## config.mk

```make
export PLATFORM = sky130hd
export DESIGN_NAME = wt_vi_snoop_ctrl
export DESIGN_NICKNAME = d
export VERILOG_FILES = /design/src/rtl/wt_vi_pkg.sv /design/src/rtl/wt_vi_line_store.sv /design/src/rtl/wt_vi_snoop_filter.sv /design/src/rtl/wt_vi_req_fsm.sv /design/src/rtl/wt_vi_snoop_ctrl.sv
export SDC_FILE = /design/constraint.sdc
export NUM_CORES = 1
export LEC_CHECK = 0
export BUFFER_PORTS_ARGS = -buffer_cell sky130_fd_sc_hd__buf_2
export CORE_MARGIN = 4
export CORE_UTILIZATION = 45
export DETAILED_ROUTE_END_ITERATION = 10
export PLACE_DENSITY = 0.68
export SKIP_CTS_REPAIR_TIMING = 1
export SLEW_MARGIN = 20
export SYNTH_ARGS = -nofsm -noshare
export SYNTH_HDL_FRONTEND = slang
export SYNTH_HIERARCHICAL = 1
export SYNTH_SLANG_ARGS = --single-unit
```

## constraint.sdc

```tcl
create_clock -name clk -period 5.13 [get_ports clk]
set_input_delay 0.7695 -clock clk [delete_from_list [all_inputs] [get_ports clk]]
set_output_delay 0.7695 -clock clk [all_outputs]
set_load 0.01 [all_outputs]
```

## src/rtl/wt_vi_pkg.sv

```systemverilog
package wt_vi_pkg;

  typedef enum logic [1:0] {
    OP_NONE = 2'b00,
    OP_RD   = 2'b01,
    OP_WR   = 2'b10
  } bus_op_e;

  typedef enum logic [1:0] {
    FSM_IDLE = 2'b00,
    FSM_REQ  = 2'b01,
    FSM_WAIT = 2'b10
  } fsm_e;

endpackage

```

## src/rtl/wt_vi_line_store.sv

```systemverilog
module wt_vi_line_store #(
  parameter int IDX_W  = 4,
  parameter int TAG_W  = 8,
  parameter int DATA_W = 32,
  localparam int LINES = 1 << IDX_W
) (
  input  logic              clk,
  input  logic              rst_n,
  input  logic [IDX_W-1:0]  lk_idx,
  input  logic [TAG_W-1:0]  lk_tag,
  output logic              lk_hit,
  output logic [DATA_W-1:0] lk_data,
  input  logic [IDX_W-1:0]  sn_idx,
  input  logic [TAG_W-1:0]  sn_tag,
  output logic              sn_match,
  input  logic              kill_en,
  input  logic              fill_en,
  input  logic              upd_en,
  input  logic [TAG_W-1:0]  fill_tag,
  input  logic [DATA_W-1:0] fill_data,
  input  logic [DATA_W-1:0] upd_data,
  output logic [LINES-1:0]  valid_vec
);

  logic [LINES-1:0]  valid_q;
  logic [TAG_W-1:0]  tag_q  [LINES];
  logic [DATA_W-1:0] data_q [LINES];

  // Per-line state; a snoop kill outranks a fill on the same line.
  for (genvar i = 0; i < LINES; i++) begin : g_line
    logic sel_lk;
    logic sel_sn;
    assign sel_lk = (lk_idx == IDX_W'(i));
    assign sel_sn = (sn_idx == IDX_W'(i));

    always_ff @(posedge clk or negedge rst_n) begin
      if (!rst_n) begin
        valid_q[i] <= 1'b0;
      end else if (kill_en && sel_sn) begin
        valid_q[i] <= 1'b0;
      end else if (fill_en && sel_lk) begin
        valid_q[i] <= 1'b1;
      end
    end

    always_ff @(posedge clk) begin
      if (fill_en && sel_lk) begin
        tag_q[i]  <= fill_tag;
        data_q[i] <= fill_data;
      end else if (upd_en && sel_lk) begin
        data_q[i] <= upd_data;
      end
    end
  end

  assign lk_hit    = valid_q[lk_idx] && (tag_q[lk_idx] == lk_tag);
  assign lk_data   = data_q[lk_idx];
  assign sn_match  = valid_q[sn_idx] && (tag_q[sn_idx] == sn_tag);
  assign valid_vec = valid_q;

endmodule

```

## src/rtl/wt_vi_snoop_filter.sv

```systemverilog
module wt_vi_snoop_filter #(
  parameter int ID_W  = 2,
  parameter int MY_ID = 1
) (
  input  logic            snoop_valid,
  input  logic [1:0]      snoop_op,
  input  logic [ID_W-1:0] snoop_id,
  input  logic            line_match,
  output logic            kill
);
  import wt_vi_pkg::*;

  logic foreign;
  logic is_write;

  assign foreign  = (snoop_id != ID_W'(MY_ID));
  assign is_write = (bus_op_e'(snoop_op) == OP_WR);
  assign kill     = snoop_valid && is_write && foreign && line_match;

endmodule

```

## src/rtl/wt_vi_req_fsm.sv

```systemverilog
module wt_vi_req_fsm #(
  parameter int ADDR_W = 12,
  parameter int DATA_W = 32
) (
  input  logic              clk,
  input  logic              rst_n,
  input  logic              cpu_req,
  input  logic              cpu_we,
  input  logic [ADDR_W-1:0] cpu_addr,
  input  logic [DATA_W-1:0] cpu_wdata,
  output logic              cpu_busy,
  output logic              cpu_rvalid,
  output logic [DATA_W-1:0] cpu_rdata,
  input  logic              lk_hit,
  input  logic [DATA_W-1:0] lk_data,
  output logic [ADDR_W-1:0] lk_addr,
  output logic              bus_req,
  output logic [1:0]        bus_op,
  output logic [ADDR_W-1:0] bus_addr,
  output logic [DATA_W-1:0] bus_wdata,
  input  logic              bus_gnt,
  input  logic              bus_done,
  input  logic [DATA_W-1:0] bus_rdata,
  output logic              accept,
  output logic              bus_fin,
  output logic              fill_en,
  output logic              upd_en
);
  import wt_vi_pkg::*;

  fsm_e              state_q, state_d;
  logic [ADDR_W-1:0] pend_addr_q;
  logic [DATA_W-1:0] pend_wdata_q;
  logic              pend_we_q;
  logic              rvalid_q;
  logic [DATA_W-1:0] rdata_q;
  logic              local_hit;

  assign accept    = (state_q == FSM_IDLE) && cpu_req;
  assign local_hit = accept && !cpu_we && lk_hit;
  assign lk_addr   = (state_q == FSM_IDLE) ? cpu_addr : pend_addr_q;
  assign bus_fin   = (state_q == FSM_WAIT) && bus_done;
  assign fill_en   = bus_fin && !pend_we_q;
  assign upd_en    = bus_fin && pend_we_q && lk_hit;

  always_comb begin
    state_d = state_q;
    unique case (state_q)
      FSM_IDLE: if (accept && !local_hit) state_d = FSM_REQ;
      FSM_REQ:  if (bus_gnt)              state_d = FSM_WAIT;
      FSM_WAIT: if (bus_done)             state_d = FSM_IDLE;
      default:                            state_d = FSM_IDLE;
    endcase
  end

  always_ff @(posedge clk or negedge rst_n) begin
    if (!rst_n) begin
      state_q      <= FSM_IDLE;
      pend_addr_q  <= '0;
      pend_wdata_q <= '0;
      pend_we_q    <= 1'b0;
      rvalid_q     <= 1'b0;
      rdata_q      <= '0;
    end else begin
      state_q  <= state_d;
      rvalid_q <= 1'b0;
      if (accept) begin
        pend_addr_q  <= cpu_addr;
        pend_wdata_q <= cpu_wdata;
        pend_we_q    <= cpu_we;
      end
      if (local_hit) begin
        rvalid_q <= 1'b1;
        rdata_q  <= lk_data;
      end else if (fill_en) begin
        rvalid_q <= 1'b1;
        rdata_q  <= bus_rdata;
      end
    end
  end

  assign cpu_busy   = (state_q != FSM_IDLE);
  assign cpu_rvalid = rvalid_q;
  assign cpu_rdata  = rdata_q;
  assign bus_req    = (state_q == FSM_REQ);
  assign bus_op     = bus_req ? (pend_we_q ? OP_WR : OP_RD) : OP_NONE;
  assign bus_addr   = pend_addr_q;
  assign bus_wdata  = pend_wdata_q;

endmodule

```

## src/rtl/wt_vi_snoop_ctrl.sv

```systemverilog
module wt_vi_snoop_ctrl #(
  parameter int ADDR_W = 12,
  parameter int DATA_W = 32,
  parameter int IDX_W  = 4,
  parameter int ID_W   = 2,
  parameter int MY_ID  = 1
) (
  input  logic              clk,
  input  logic              rst_n,
  input  logic              cpu_req,
  input  logic              cpu_we,
  input  logic [ADDR_W-1:0] cpu_addr,
  input  logic [DATA_W-1:0] cpu_wdata,
  output logic              cpu_busy,
  output logic              cpu_rvalid,
  output logic [DATA_W-1:0] cpu_rdata,
  output logic              bus_req,
  output logic [1:0]        bus_op,
  output logic [ADDR_W-1:0] bus_addr,
  output logic [DATA_W-1:0] bus_wdata,
  output logic [ID_W-1:0]   bus_src_id,
  input  logic              bus_gnt,
  input  logic              bus_done,
  input  logic [DATA_W-1:0] bus_rdata,
  input  logic              snoop_valid,
  input  logic [1:0]        snoop_op,
  input  logic [ADDR_W-1:0] snoop_addr,
  input  logic [ID_W-1:0]   snoop_id
);

  localparam int LINES = 1 << IDX_W;
  localparam int TAG_W = ADDR_W - IDX_W;

  function automatic logic [IDX_W-1:0] line_idx(input logic [ADDR_W-1:0] a);
    return a[IDX_W-1:0];
  endfunction

  function automatic logic [TAG_W-1:0] line_tag(input logic [ADDR_W-1:0] a);
    return a[ADDR_W-1:IDX_W];
  endfunction

  // Named internal events, also observed by the bound checker.
  logic [ADDR_W-1:0] lk_addr;
  logic [IDX_W-1:0]  line_sel;
  logic [IDX_W-1:0]  snoop_idx;
  logic              lookup_hit;
  logic [DATA_W-1:0] lk_data;
  logic              snoop_match;
  logic              snoop_kill;
  logic              accept;
  logic              bus_fin;
  logic              fill_en;
  logic              upd_en;
  logic [LINES-1:0]  valid_vec;

  assign line_sel   = line_idx(lk_addr);
  assign snoop_idx  = line_idx(snoop_addr);
  assign bus_src_id = ID_W'(MY_ID);

  wt_vi_req_fsm #(
    .ADDR_W (ADDR_W),
    .DATA_W (DATA_W)
  ) fsm_i (
    .clk        (clk),
    .rst_n      (rst_n),
    .cpu_req    (cpu_req),
    .cpu_we     (cpu_we),
    .cpu_addr   (cpu_addr),
    .cpu_wdata  (cpu_wdata),
    .cpu_busy   (cpu_busy),
    .cpu_rvalid (cpu_rvalid),
    .cpu_rdata  (cpu_rdata),
    .lk_hit     (lookup_hit),
    .lk_data    (lk_data),
    .lk_addr    (lk_addr),
    .bus_req    (bus_req),
    .bus_op     (bus_op),
    .bus_addr   (bus_addr),
    .bus_wdata  (bus_wdata),
    .bus_gnt    (bus_gnt),
    .bus_done   (bus_done),
    .bus_rdata  (bus_rdata),
    .accept     (accept),
    .bus_fin    (bus_fin),
    .fill_en    (fill_en),
    .upd_en     (upd_en)
  );

  wt_vi_line_store #(
    .IDX_W  (IDX_W),
    .TAG_W  (TAG_W),
    .DATA_W (DATA_W)
  ) store_i (
    .clk       (clk),
    .rst_n     (rst_n),
    .lk_idx    (line_sel),
    .lk_tag    (line_tag(lk_addr)),
    .lk_hit    (lookup_hit),
    .lk_data   (lk_data),
    .sn_idx    (snoop_idx),
    .sn_tag    (line_tag(snoop_addr)),
    .sn_match  (snoop_match),
    .kill_en   (snoop_kill),
    .fill_en   (fill_en),
    .upd_en    (upd_en),
    .fill_tag  (line_tag(lk_addr)),
    .fill_data (bus_rdata),
    .upd_data  (bus_wdata),
    .valid_vec (valid_vec)
  );

  wt_vi_snoop_filter #(
    .ID_W  (ID_W),
    .MY_ID (MY_ID)
  ) filt_i (
    .snoop_valid (snoop_valid),
    .snoop_op    (snoop_op),
    .snoop_id    (snoop_id),
    .line_match  (snoop_match),
    .kill        (snoop_kill)
  );

endmodule

```

==> results.sh <==
export IMPL_synthesis_nets=2102
export IMPL_crit_buf_inv=3
export IMPL_drc_errors=0
export IMPL_crit_required_ns=5.50
export IMPL_crit_arrival_ns=5.37
export IMPL_synthAdderAreaFrac_pct=0
export IMPL_seq_area_um2=21600
export IMPL_wl_per_cell_um=29.6
export IMPL_cpLargestDelayFamily="simple AND/OR/NAND/NOR gates"
export IMPL_multi_input_area_um2=14100
export IMPL_die_w_um=293
export IMPL_synth_compound_gate_area_share_pct=0.819
export IMPL_synth_top_family_by_area="multiplexers"
export IMPL_synthDistinctLibCells=53
export IMPL_areaGrowthSynthToFinish_pct=15.0
export IMPL_worst_r2r_setup_slack_ns=0.13
export IMPL_end_kind="flip-flop"
export IMPL_setup_viol_count_final=0
export IMPL_status="complete, no violations"
export IMPL_nets=2293
export IMPL_first_global_vias=21300
export IMPL_startpoint_type="flip-flop"
export IMPL_num_vias=20300
export IMPL_power_total_uw=20100
export IMPL_path_cells="nor2_2 -> buf_12 -> mux2_8 -> buf_12 -> mux4_2 -> mux4_2 -> xor2_1 -> nor4_1 -> and3_1 -> and3_1 -> nand2b_1 -> or2_1 -> or3_2 -> buf_12 -> mux2_2"
export IMPL_grt_pass1_wl_um=145000
export IMPL_ir_worst_vdd_v=0.000369
export IMPL_placed_cell_area_um2=39300
export IMPL_powerDensity_nw_per_um2=479
export IMPL_rsz0062_at_grt="true"
export IMPL_wirelength_um=98500
export IMPL_gp_congestion=0.809
export IMPL_synth_xor_area_share_pct=0.312
export IMPL_coreArea_um2=80400
export IMPL_min_period_ns=5.00
export IMPL_syn_inst=2003
export IMPL_cap_violations=0
export IMPL_syn_area_per_cell_um2=18.2
export IMPL_die_h_um=293
export IMPL_rows=104
export IMPL_yosys_area_share_simple_pct=1.54
export IMPL_max_stage_delay_ns=0.49
export IMPL_yosysWarnings=6
export IMPL_grt_ovfl_total=0
export IMPL_final_common_cell="edfxtp_1"
export IMPL_clockBufferDepth=3
export IMPL_slew_headroom_pct=29.7
export IMPL_drive_gt1_share_pct=57.4
export IMPL_tightestPinTransition_ns=1.05
export IMPL_routed_via_density=6.11
export IMPL_drt_iter0_markers=2124
export IMPL_start_util_pct=45.4
export IMPL_fill_cells=6455
export IMPL_slowest_stage="mux4_2"
export IMPL_synth_cell_area_um2=36500
export IMPL_skew_ns=0.0280
export IMPL_worstHoldPathType="input pin to asynchronous set/reset pin"
export IMPL_async_flop_share_pct=13.0
export IMPL_rr_startpoint="fsm_i/state_q[0]"
export IMPL_dp_hpwl_um=58900
export IMPL_grt_use_total_pct=22.8
export IMPL_grt_max_degree=74
export IMPL_clkTransAtPathRegs_ns=0.06
export IMPL_fin_crit_sh_pct=97.5
export IMPL_cts_tree="yes"
export IMPL_path_max_fanout=25
export IMPL_clock_fmax_ghz=0.200
export IMPL_drv_slew=0
export IMPL_io_pins=182
export IMPL_root_buffer="clkbuf_16"
export IMPL_crit_top_cell="buf_12"
export IMPL_synth_seq_cells=736
export IMPL_firstDrtPassIters=5
export IMPL_numCtsBuffers=80
export IMPL_ys_seq_area_share_pct=59.2
export IMPL_synth_edf_count=640
export IMPL_fin_area_um2=42000
export IMPL_drtAntennaViolNets=0
export IMPL_finalHoldViolCount=0
export IMPL_r2r_end="store_i/data_q[12][29]"
export IMPL_ys_dominant_reg_cell="edfxtp_1"
export IMPL_cts_sinks=736
export IMPL_criticalPathCategory="flip-flop to flip-flop"
export IMPL_fp_dieArea_um2=85800
export IMPL_r2r_cells=15
export IMPL_power_leakage_uw=0.0146
export IMPL_mostFrequentLayoutCells="640 x edfxtp_1, 546 x mux2_2, 234 x mux4_2"
export IMPL_tns_ns=0
export IMPL_htree_levels=3
export IMPL_antenna_found_initial=2
export IMPL_io_buffer_count=179
export IMPL_clock_latency_ns=0.64
export IMPL_synth_mux_area_share_pct=35.4
power breakdown:
group | total [µW] | switching (µW) | internal (µW)
clock network | 5760 | 2400 | 3370
logic | 6390 | 3120 | 3270
registers | 7950 | 835 | 7110
worst max-delay path by stage:
stage                           startpoint                endpoint  slack [ns]  cells after the start
after floorplan           fsm_i/state_q[0]   store_i/data_q[10][0]        0.02                     14
after global placement         cpu_addr[0]  store_i/data_q[14][27]        0.03                     15
after detailed placement       cpu_addr[0]  store_i/data_q[14][25]        0.02                     15
after CTS                 fsm_i/state_q[0]  store_i/data_q[14][21]        0.04                     16
after global routing      fsm_i/state_q[0]  store_i/data_q[14][21]       0.004                     16
final                     fsm_i/state_q[0]  store_i/data_q[12][29]        0.13                     15
cell usage after synthesis, drive strengths merged, types with 3 or more instances:
cell,n,share of area (%)
dfrtp,96,6.6
edfxtp,640,53
buf,98,1.7
mux4,234,14
and2,4,0.069
nand2b,4,0.069
o21ai,7,0.096
a21oi,3,0.051
nand3,8,0.11
a31oi,4,0.069
a22oi,9,0.19
clkbuf,95,0.98
xnor2,7,0.17
mux2i,27,0.74
mux2,636,20
o32a,3,0.082
inv,8,0.082
nor3b,3,0.075
o22a,9,0.22
nor2b,5,0.086
xor2,6,0.14
nand2,25,0.26
nor2,48,0.50
registers in the layout, indices dropped and copies added, names as in the netlist:
register           count
fsm_i/bus_addr        12
fsm_i/pend_we_q        1
fsm_i/cpu_rvalid       1
fsm_i/bus_wdata       32
fsm_i/state_q          2
store_i/valid_vec     16
store_i/tag_q        128
fsm_i/cpu_rdata       32
store_i/data_q       512
layer usage:
layer	vias to the layer above	share of wire, %	track usage [%]
li1	8486	-	-
met1	10800	41	31.1
met2	870	49	38.2
met3	176	7.5	3.62
met4	0	2.7	6.87
met5	-	0	0
worst register-to-register path, stage by stage, from the launching register on:
cell and delay [ns]:
dfrtp_1 0.44, nor2_2 0.17, buf_12 0.16, mux2_8 0.44, buf_12 0.20, mux4_2 0.44, mux4_2 0.50, xor2_1 0.17
nor4_1 0.31, and3_1 0.26, and3_1 0.28, nand2b_1 0.10, or2_1 0.29, or3_2 0.48, buf_12 0.21, mux2_2 0.31
final cells by class:
class / instances / area share (%)
Sequential cell: 736 / 51.5
Clock buffer: 119 / 5.38
Inverter: 8 / 0.0715
Tap cell: 1060 / 3.16
Antenna cell: 2 / 0.0119
Timing Repair Buffer: 302 / 5.37
Clock inverter: 31 / 0.847
Multi-Input combinational cell: 1066 / 33.7
cell families after synthesis:
kind of cell    count (synthesis)
flops                         736
mux                           897
other cells                     2
xor+xnor                       13
compound gates                 40
simple gates                  114
buf+inv                       201
stage by stage:
step | util [%] | hold WS (ns) | instances | setup WS, ns
after global placement | 48.9 | 0.484 | 3172 | 0.0292
final | 52.2 | 0.187 | 3324 | 0.128
after CTS | 52.2 | 0.231 | 3322 | 0.0390
after detailed placement | 48.9 | 0.493 | 3172 | 0.0171
after floorplan | - | 0.474 | 2003 | 0.0234
after global routing | 52.2 | 0.245 | 3322 | 0.00381
Power figures use the tool's default switching activity.
